File: config.mk
export PLATFORM = sky130hd
export DESIGN_NAME = vec_irq_ctrl
export DESIGN_NICKNAME = d
export VERILOG_FILES = /design/src/rtl/vec_irq_ctrl.sv
export SDC_FILE = /design/constraint.sdc
export NUM_CORES = 1
export LEC_CHECK = 0
export BUFFER_PORTS_ARGS = -buffer_cell sky130_fd_sc_hd__buf_2
export CAP_MARGIN = 10
export CORE_AREA = 5 5 42 44
export DETAILED_ROUTE_END_ITERATION = 10
export DIE_AREA = 0 0 47 49
export PLACE_DENSITY = 0.62
export SYNTH_ARGS = -nofsm -noshare
export SYNTH_HDL_FRONTEND = slang
export SYNTH_SLANG_ARGS = --single-unit
File: constraint.sdc
create_clock -name clk -period 1.5 [get_ports clk]
set_input_delay 0.075 -clock clk [delete_from_list [all_inputs] [get_ports clk]]
set_output_delay 0.075 -clock clk [all_outputs]
set_load 0.02 [all_outputs]
File: src/rtl/vec_irq_ctrl.sv
module vec_irq_ctrl #(
  parameter int VEC_W      = 8,
  parameter int STAT_W     = 8,
  parameter int VEC_DISK   = 11,
  parameter int VEC_COPRO  = 12,
  parameter int VEC_VBLANK = 13
) (
  input  logic              clk,
  input  logic              rst_n,
  input  logic              disk_req,
  input  logic              copro_strobe,
  input  logic              vblank,
  input  logic              ack_req,
  output logic              ack_done,
  output logic [VEC_W-1:0]  ack_vector,
  output logic              ack_error,
  output logic              cpu_irq,
  output logic [STAT_W-1:0] status
);
  localparam int BIT_COPRO  = 4;
  localparam int BIT_VBLANK = 5;
  localparam int BIT_DISK   = 7;

  logic [STAT_W-1:0] stat_q;
  logic              vblank_q;

  wire vblank_rise = vblank & ~vblank_q;
  wire grant_disk  = stat_q[BIT_DISK];
  wire grant_copro = ~grant_disk & stat_q[BIT_COPRO];
  wire grant_vbl   = ~grant_disk & ~stat_q[BIT_COPRO] & stat_q[BIT_VBLANK];
  wire grant_none  = ~(grant_disk | grant_copro | grant_vbl);

  always_ff @(posedge clk) begin
    if (!rst_n) begin
      stat_q     <= '0;
      vblank_q   <= 1'b0;
      ack_done   <= 1'b0;
      ack_vector <= '0;
      ack_error  <= 1'b0;
    end else begin
      vblank_q         <= vblank;
      stat_q[BIT_DISK] <= disk_req;

      if (copro_strobe)               stat_q[BIT_COPRO] <= 1'b1;
      else if (ack_req && grant_copro) stat_q[BIT_COPRO] <= 1'b0;

      if (vblank_rise)              stat_q[BIT_VBLANK] <= 1'b1;
      else if (ack_req && grant_vbl) stat_q[BIT_VBLANK] <= 1'b0;

      ack_done <= ack_req;
      if (ack_req) begin
        ack_error <= grant_none;
        if (grant_disk)       ack_vector <= VEC_W'(VEC_DISK);
        else if (grant_copro) ack_vector <= VEC_W'(VEC_COPRO);
        else if (grant_vbl)   ack_vector <= VEC_W'(VEC_VBLANK);
        else                  ack_vector <= '0;
      end
    end
  end

  assign status  = stat_q;
  assign cpu_irq = |stat_q;
endmodule

# Word level (Yosys, flattened, before mapping)
# Index checks and enable logic that the tools add are counted.
# totals
regBits,14
inputBits,6
out_inout_bits,19
wordCells,29
# op_classes
mux,7
bitwise,10
reduce_logical,5
# op_table
op,count
4-bit 2-to-1 mux,3
1-bit AND,4
1-bit 2-to-1 mux,4
1-bit inverter,4
2-bit nonzero test,2
3-bit OR reduction,1
1-bit logical AND,2
1-bit bitwise OR,2

# Logic depth before layout (Yosys ltp)
# Gate-level depths: netlist of the first run.
# logic_depth
ltp_word,6
depth_mapped,4
depth_no_buf,3

# Worst setup path after synthesis of the first run
# OpenSTA, ideal clock, no wires.
# synth_path
kind,reg-to-reg
start,"reg stat_q[7], in the netlist status[7]"
end,reg ack_vector[2]
setup_time_ps,116
t_arrival_ps,868
t_required_ps,1384
path_slack_ps,516
stages_incl_launch_ff,4
path_buffers,0
synth_period_minus_slack_ps,984
path_cell_list,dfxtp_1 > nand2b_4 > a2bb2oi_1 > nor2b_1
# synth_via
elab_chain_cells,6
elab_cells_between_ends,7
cone_classes,mux: 3; bitwise: 4
# synth_lines
element,line_no,text
start: declaration,24,logic [STAT_W-1:0] stat_q;
start signal: indexed assignment,42,stat_q[BIT_DISK] <= disk_req;
1-bit inverter,"29, 30",
1-bit AND (2 in series),30,wire grant_vbl = ~grant_disk & ~stat_q[BIT_COPRO] & stat_q[BIT_VBLANK];
4-bit 2-to-1 mux,55,else if (grant_vbl) ack_vector <= VEC_W'(VEC_VBLANK);
4-bit 2-to-1 mux,54,else if (grant_copro) ack_vector <= VEC_W'(VEC_COPRO);
4-bit 2-to-1 mux (*),53,if (grant_disk) ack_vector <= VEC_W'(VEC_DISK);
end signal: assignment,53,
end signal: assignment,54,
end signal: assignment,55,
end: declaration,15,"output logic [VEC_W-1:0] ack_vector,"
# Mark *: on every way between the ends. The rest lies on a longest branch, timed or not.
# A chain may end at the register's enable or synchronous reset.

# Worst setup path in the final report of the first run
# layout_path
start,"reg stat_q[5], in the netlist status[5]"
end,out cpu_irq
# layout_via
elab_chain_cells,1
# layout_lines
element,line_no,text
3-bit OR reduction,62,assign cpu_irq = |stat_q;
end: declaration,17,"output logic cpu_irq,"
# Every way passes these cells.

==> results.ini, run 1 <==
[run_status]
outcome = complete, no violations

[timing]
maxSlewViolCount = 0
finalCriticalPeriod_ns = 1.153
fmax_ghz = 0.8673
setup_tns_ns = 0
fin_crit_sh_pct = 76.87
hold_violations = 0
setup_viol = 0
grt_setup_unrepaired = false
finClkSkew_ns = 0.008219

[clocking]
cts_made_buffers = 3
cts_setup_buffers = 0
numClockSinks = 10
cts_resized = 0
clockBufferDepth = 2
cts_tree = done
clk_pin_slew_worst_paths_ns = 0.06
worstSkewPairLatency_ns = 0.25
h-tree-depth = 1
cts_root_buf = clkbuf_4
ctsHoldBuffers = 0

[run]
cap_violations = 0

[route]
viasPerCell = 3.962
drt-total-wl_um = 744
wl_met1_um = 317
post_drt_wl_per_cell_um = 9.538
top_layer_used = met4
route.met2.wl_um = 333
route.met3.wl_um = 80
ant_nets = 0
drc = 0
first_iter_violations = 1
vias = 309
dr.pass1.iters = 2

[placement]
placedCellCount = 75
gp_congestion = 0.7287
port_buffers = 15
hpwl_um = 583.2

[global_routing]
grt_use_total_pct = 7.062
grt_overflow = 0
antenna_found_initial = 0
grt_pass1_vias = 268
grt_pass1_wl_um = 1131
grt_max_degree = 11

[pwr]
p_total_w = 0.0005720
peakVddDrop_mv = 0.4675
p_leak_nw = 0.2641
power.density_mw_per_mm2 = 1112

[floorplanning]
coreArea_mm2 = 0.001401
initial_core_util_pct = 31.79
die_h_um = 49
chipWidth_um = 47
io_pins = 25
die-area_mm2 = 0.002303
rows = 14

[logic_synthesis]
synth.avg_cell_area_um2 = 9.683
syn_inst = 46
ys_seq_area_share_pct = 44.94
yosysUniqueCellTypes = 19
syn_area_um2 = 445.4
ys_seq_elements = 10
yosys_warnings = 0

[critical_path]
slowest_delay_ns = 0.35
path_max_fanout = 5
endpoint_kind = output port
start_kind = register
required_ns = 1.42
slowest_stage = dfxtp_1
crit_family = flip-flops
cp_cell_sequence = nor3_2, inv_1, buf_2
crit_type = register to output port
worst_ep_arrival_time_ns = 1.08
path_buf_inv = 2

[final_layout]
syn2layout_area_growth_pct = 15.45
fillers = 154
most-common-layout-cells = buf_2 (15), dfxtp_1 (10), conb_1 (9)
final_common_cell = buf_2
final_util_pct = 36.70
n_antenna_cell = 0
drive_gt1_share_pct = 35.48
nets = 70
layout.cells.non_filler = 78

[hold_path]
hold_path_class = input port to register

-- sequential cells by signal, summed over array words and instances (netlist names) --
| name | flops |
|---|---|
| ack_vector | 4 |
| status | 3 |
| ack_done | 1 |
| ack_error | 1 |
| vblank_q | 1 |
-- cells in the mapped netlist --
master / instances / area, um2
inv_1: 2 / 7.510
nor2b_1: 4 / 25.02
buf_6: 1 / 11.26
inv_2: 1 / 3.750
nor3_2: 1 / 10.01
o21ai_0: 2 / 10.01
nand2b_1: 1 / 6.260
a21oi_1: 3 / 15.01
buf_4: 9 / 67.56
mux2i_1: 2 / 20.02
a2bb2oi_1: 1 / 8.760
a21boi_1: 1 / 7.510
nor2_1: 2 / 7.510
and2_2: 1 / 7.510
conb_1: 1 / 3.750
o31ai_1: 1 / 7.510
dfxtp_1: 10 / 200.2
and2_1: 2 / 12.51
nand2b_4: 1 / 13.76
-- metrics by stage --
stage / setup slack (ns) / hold slack (ns) / cell area, um2
final: 0.3470 / 0.02644 / 514.2
after global placement: 0.6226 / 0.2812 / 491.7
after floorplan: 0.5157 / 0.1967 / 475.5
after detailed placement: 0.6164 / 0.2884 / 491.7
after global routing: 0.2780 / 0.02922 / 514.2
after CTS: 0.3288 / 0.01726 / 514.2
-- kinds of logic after synthesis --
logic type / after synthesis / synth area share (%)
mux: 2 / 4.495
other cells: 1 / 0.8419
simple gates: 12 / 18.54
flops: 10 / 44.94
compound gates: 8 / 10.96
buf+inv: 13 / 20.22
-- layer usage --
layer  GRT usage [%]  vias up
met1           8.204      130
met3           3.321        2
met4           5.530        0
met2           9.502       14
li1                -      163
met5               0        -
-- where the power goes --
group          internal [W]  leakage [nW]  switching [W]
registers          0.000283        0.0829      0.0000116
clock network     0.0000919        0.0138      0.0000780
logic             0.0000374         0.167      0.0000703
total              0.000412         0.264       0.000160
-- path summary, 6_finish.rpt --
check / from / slack [ns] / cells past startpoint / to
setup / recovery: status[5] / 0.35 / 3 / cpu_irq
hold / removal: disk_req / 0.03 / 2 / status[7]
setup reg to reg: status[5] / 0.61 / 3 / ack_error
hold reg to reg: vblank_q / 0.48 / 2 / status[5]
-- final cells by class --
type                    count  area, um2  area share, %
flip-flops and latches     10      200.2          38.93
multi-input cells          31      185.2          36.01
repair buffers             15      75.07          14.60
clock buffers               3      22.52          4.380
well taps                  16      20.02          3.893
inverters                   3      11.26          2.190
No activity file was read; power rests on OpenSTA's default activity.
==> run 2, diff against run 1 <==
--- a/config.mk
+++ b/config.mk
@@ -5,12 +5,13 @@
 export SDC_FILE = /design/constraint.sdc
 export NUM_CORES = 1
 export LEC_CHECK = 0
+export ABC_AREA = 1
 export BUFFER_PORTS_ARGS = -buffer_cell sky130_fd_sc_hd__buf_2
 export CAP_MARGIN = 10
 export CORE_AREA = 5 5 42 44
 export DETAILED_ROUTE_END_ITERATION = 10
 export DIE_AREA = 0 0 47 49
-export PLACE_DENSITY = 0.62
+export PLACE_DENSITY = 0.63
 export SYNTH_ARGS = -nofsm -noshare
 export SYNTH_HDL_FRONTEND = slang
 export SYNTH_SLANG_ARGS = --single-unit
==> constraint.sdc (replaced) <==
create_clock -name clk -period 1.1 [get_ports clk]
set_input_delay 0.055 -clock clk [delete_from_list [all_inputs] [get_ports clk]]
set_output_delay 0.055 -clock clk [all_outputs]
set_load 0.02 [all_outputs]
==> run 2 against run 1 <==
Design area rose by 4.9%. Clock power rose by 39%. Sequential share of layout area fell by 1.8 points. Flip-flop and latch count did not move. Combinational power rose by 48%. Non-clock buffer count rose by 2. Worst setup slack got worse by 0.29 ns. Clock skew fell by 0.0046 ns. Cell count rose by 17%. Area after synthesis rose by 1.1%. Critical path depth did not move. Critical path type unchanged. Critical endpoint unchanged.
==> results.ini, run 2 <==
[run_status]
outcome = complete, no violations

[global_routing]
grt_use_total_pct = 7.436  ; +0.37 points
antenna_found_initial = 0  ; unchanged
grt_overflow = 0  ; unchanged
grt_max_degree = 9  ; -2
use_met1_pct = 8.501  ; +0.30 points
grt_pass1_vias = 331  ; +24%
gr-usage-met3_pct = 2.952  ; -0.37 points
busiest_layer = met2
met2_usage_pct = 11.31  ; +1.8 points
grt_pass1_wl_um = 1276  ; +13%

[logic_synthesis]
synth.most_common_cell = nand2_1
netlist.top_cell.by_area = dfxtp_1
ys_seq_area_share_pct = 44.44  ; -0.50 points
yosys_warnings = 0  ; unchanged
synth_top_area_share_pct = 44.44  ; -0.50 points
syn_area_um2 = 450.4  ; +1.1%
synthArstFlopShare_pct = 0  ; unchanged
yosysUniqueCellTypes = 14  ; -5
synth_commonest_cells = nand2_1 (11), dfxtp_1 (10), buf_4 (9)
synth_ff_type = dfxtp_1
ys_seq_elements = 10  ; unchanged
syn_inst = 57  ; +24%
synth_edf_count = 0  ; unchanged
synth_area_leaders = dfxtp_1 (44%), buf_4 (15%), nand2_1 (9.2%)
synth.avg_cell_area_um2 = 7.902  ; -18%

[timing]
finalCriticalPeriod_ns = 1.045
maxSlewViolCount = 0  ; unchanged
finClkSkew_ns = 0.003624  ; -0.004596 ns
setup_viol = 0  ; unchanged
post-route-worst-setup-slack_ns = 0.05532  ; -0.2916 ns
fmax_ghz = 0.9572
setup_tns_ns = 0  ; unchanged
hold_violations = 0  ; unchanged
fin_crit_sh_pct = 94.97
grt_setup_unrepaired = false

[critical_path]
worst_ep_arrival_time_ns = 0.99  ; -0.09 ns
required_ns = 1.04  ; -0.38 ns
path_max_fanout = 4  ; -1
cp_cell_sequence = nor2_4, nand2_2, buf_2
endpoint_kind = output port
crit_family = flip-flops
start_kind = register
slowest_stage = dfxtp_1
crit_type = register to output port
path_buf_inv = 1  ; -1
slowest_delay_ns = 0.35  ; about the same
reg2reg_slack_ns = 0.24  ; -0.37 ns

[clocking]
clk_pin_slew_worst_paths_ns = 0.06  ; about the same
cts_made_buffers = 3  ; unchanged
cts_setup_buffers = 0  ; unchanged
cts_root_buf = clkbuf_4
ctsHoldBuffers = 2  ; +2
cts_resized = 0  ; unchanged
cts_tree = done
clockBufferDepth = 2  ; unchanged
h-tree-depth = 1  ; unchanged
numClockSinks = 10  ; unchanged
worstSkewPairLatency_ns = 0.26  ; about the same

[hold_path]
hold_path_class = input port to register

[route]
drc = 0  ; unchanged
drt-total-wl_um = 817  ; +9.8%
post_drt_wl_per_cell_um = 8.978  ; -5.9%
ant_nets = 0  ; unchanged
dr.pass1.iters = 2  ; unchanged
vias = 355  ; +15%
viasPerCell = 3.901  ; -1.5%
first_iter_violations = 1  ; unchanged

[final_layout]
syn2layout_area_growth_pct = 19.72
layout.cells.non_filler = 91  ; +17%
design_area_um2 = 539.3  ; +4.9%
n_antenna_cell = 0  ; unchanged
drive_gt1_share_pct = 33.33  ; -2.2 points
largest_reg_flops = 4  ; unchanged
most-common-layout-cells = buf_2 (15), nand2_1 (11), dfxtp_1 (10)
nets = 83  ; +19%
largest_register = ack_vector
final_common_cell = buf_2

[pwr]
internal_power_w = 0.0005624  ; +36%
peakVddDrop_mv = 0.5876  ; +26%
power.density_mw_per_mm2 = 1482  ; +33%
p_comb_share_pct = 20.1  ; +1.3 points
seq_power_share_pct = 50.4  ; -1.1 points
p_clk_share_pct = 29.5  ; -0.2 points
p_leak_nw = 0.3145  ; +19%
switching_share_pct = 29.63  ; +1.7 points
p_total_w = 0.0007992  ; +40%
p_sw_w = 0.0002368  ; +48%

[floorplanning]
rows = 14  ; unchanged
io_pins = 25  ; unchanged
die-area_mm2 = 0.002303  ; unchanged
coreArea_mm2 = 0.001401  ; unchanged
initial_core_util_pct = 32.14  ; +0.36 points
die_h_um = 49  ; unchanged
chipWidth_um = 47  ; unchanged

[placement]
placedCellCount = 86  ; +15%
place_area_um2 = 496.7  ; +1.0%
port_buffers = 15  ; unchanged
gp_congestion = 0.6517  ; -11%
dp_slack_ns = 0.2457  ; -0.3707 ns
hpwl_um = 651  ; +12%

[run]
cap_violations = 0  ; unchanged

-- run 2: final timing paths --
path | end | cells past startpoint | start
worst max register to register | status[4] | 3 | status[4]
worst min-delay path | status[4] | 3 | copro_strobe
worst min register to register | status[5] | 1 | vblank_q
worst max-delay path | cpu_irq | 3 | status[4]
-- run 2: metrics by stage --
stage | utilization [%] | hold slack, ns
floorplan | - | 0.1485
global placement | 35.45 | 0.2365
detailed placement | 35.45 | 0.2395
CTS | 38.48 | 0.01565
global route | 38.48 | 0.04697
finish | 38.48 | 0.01463
-- run 2: logic make-up (layout without fill, tap and decap cells) --
| family | count (synthesis) | count (layout) | share of synthesized area, % |
|---|---|---|---|
| buffers and inverters | 19 | 29 | 25.00 |
| and+or+nand+nor | 20 | 20 | 21.95 |
| other | 1 | 9 | 0.8325 |
| DFF | 10 | 10 | 44.44 |
| AOI/OAI and AO/OA | 7 | 7 | 7.777 |
-- run 2: routing by layer --
layer / part of all wire, % / vias up
met5: 0 / -
met4: 0 / 0
met3: 10 / 0
met2: 47 / 13
met1: 43 / 151
li1: - / 191
-- run 2: area by class of cell --
class / instances / area, um2
Fill cell: 153 / 862.1
Sequential cell: 10 / 200.2
Multi-Input combinational cell: 36 / 167.7
Timing Repair Buffer: 17 / 95.09
Inverter: 9 / 33.78
Clock buffer: 3 / 22.52
Tap cell: 16 / 20.02
-- run 2: power groups by stage --
stage,combinational [W],sequential (W),clock (W)
2_1_floorplan,0.000110,0.000439,0
3_3_place_gp,0.000155,0.000410,0
3_5_place_dp,0.000156,0.000411,0
4_1_cts,0.000162,0.000403,0.000251
5_1_grt,0.000177,0.000405,0.000260
6_report,0.000160,0.000403,0.000236
-- run 2: worst min-delay path, stage by stage --
cell,delay (ns)
buf_2,0.08
a21oi_1,0.03
nor2_1,0.07
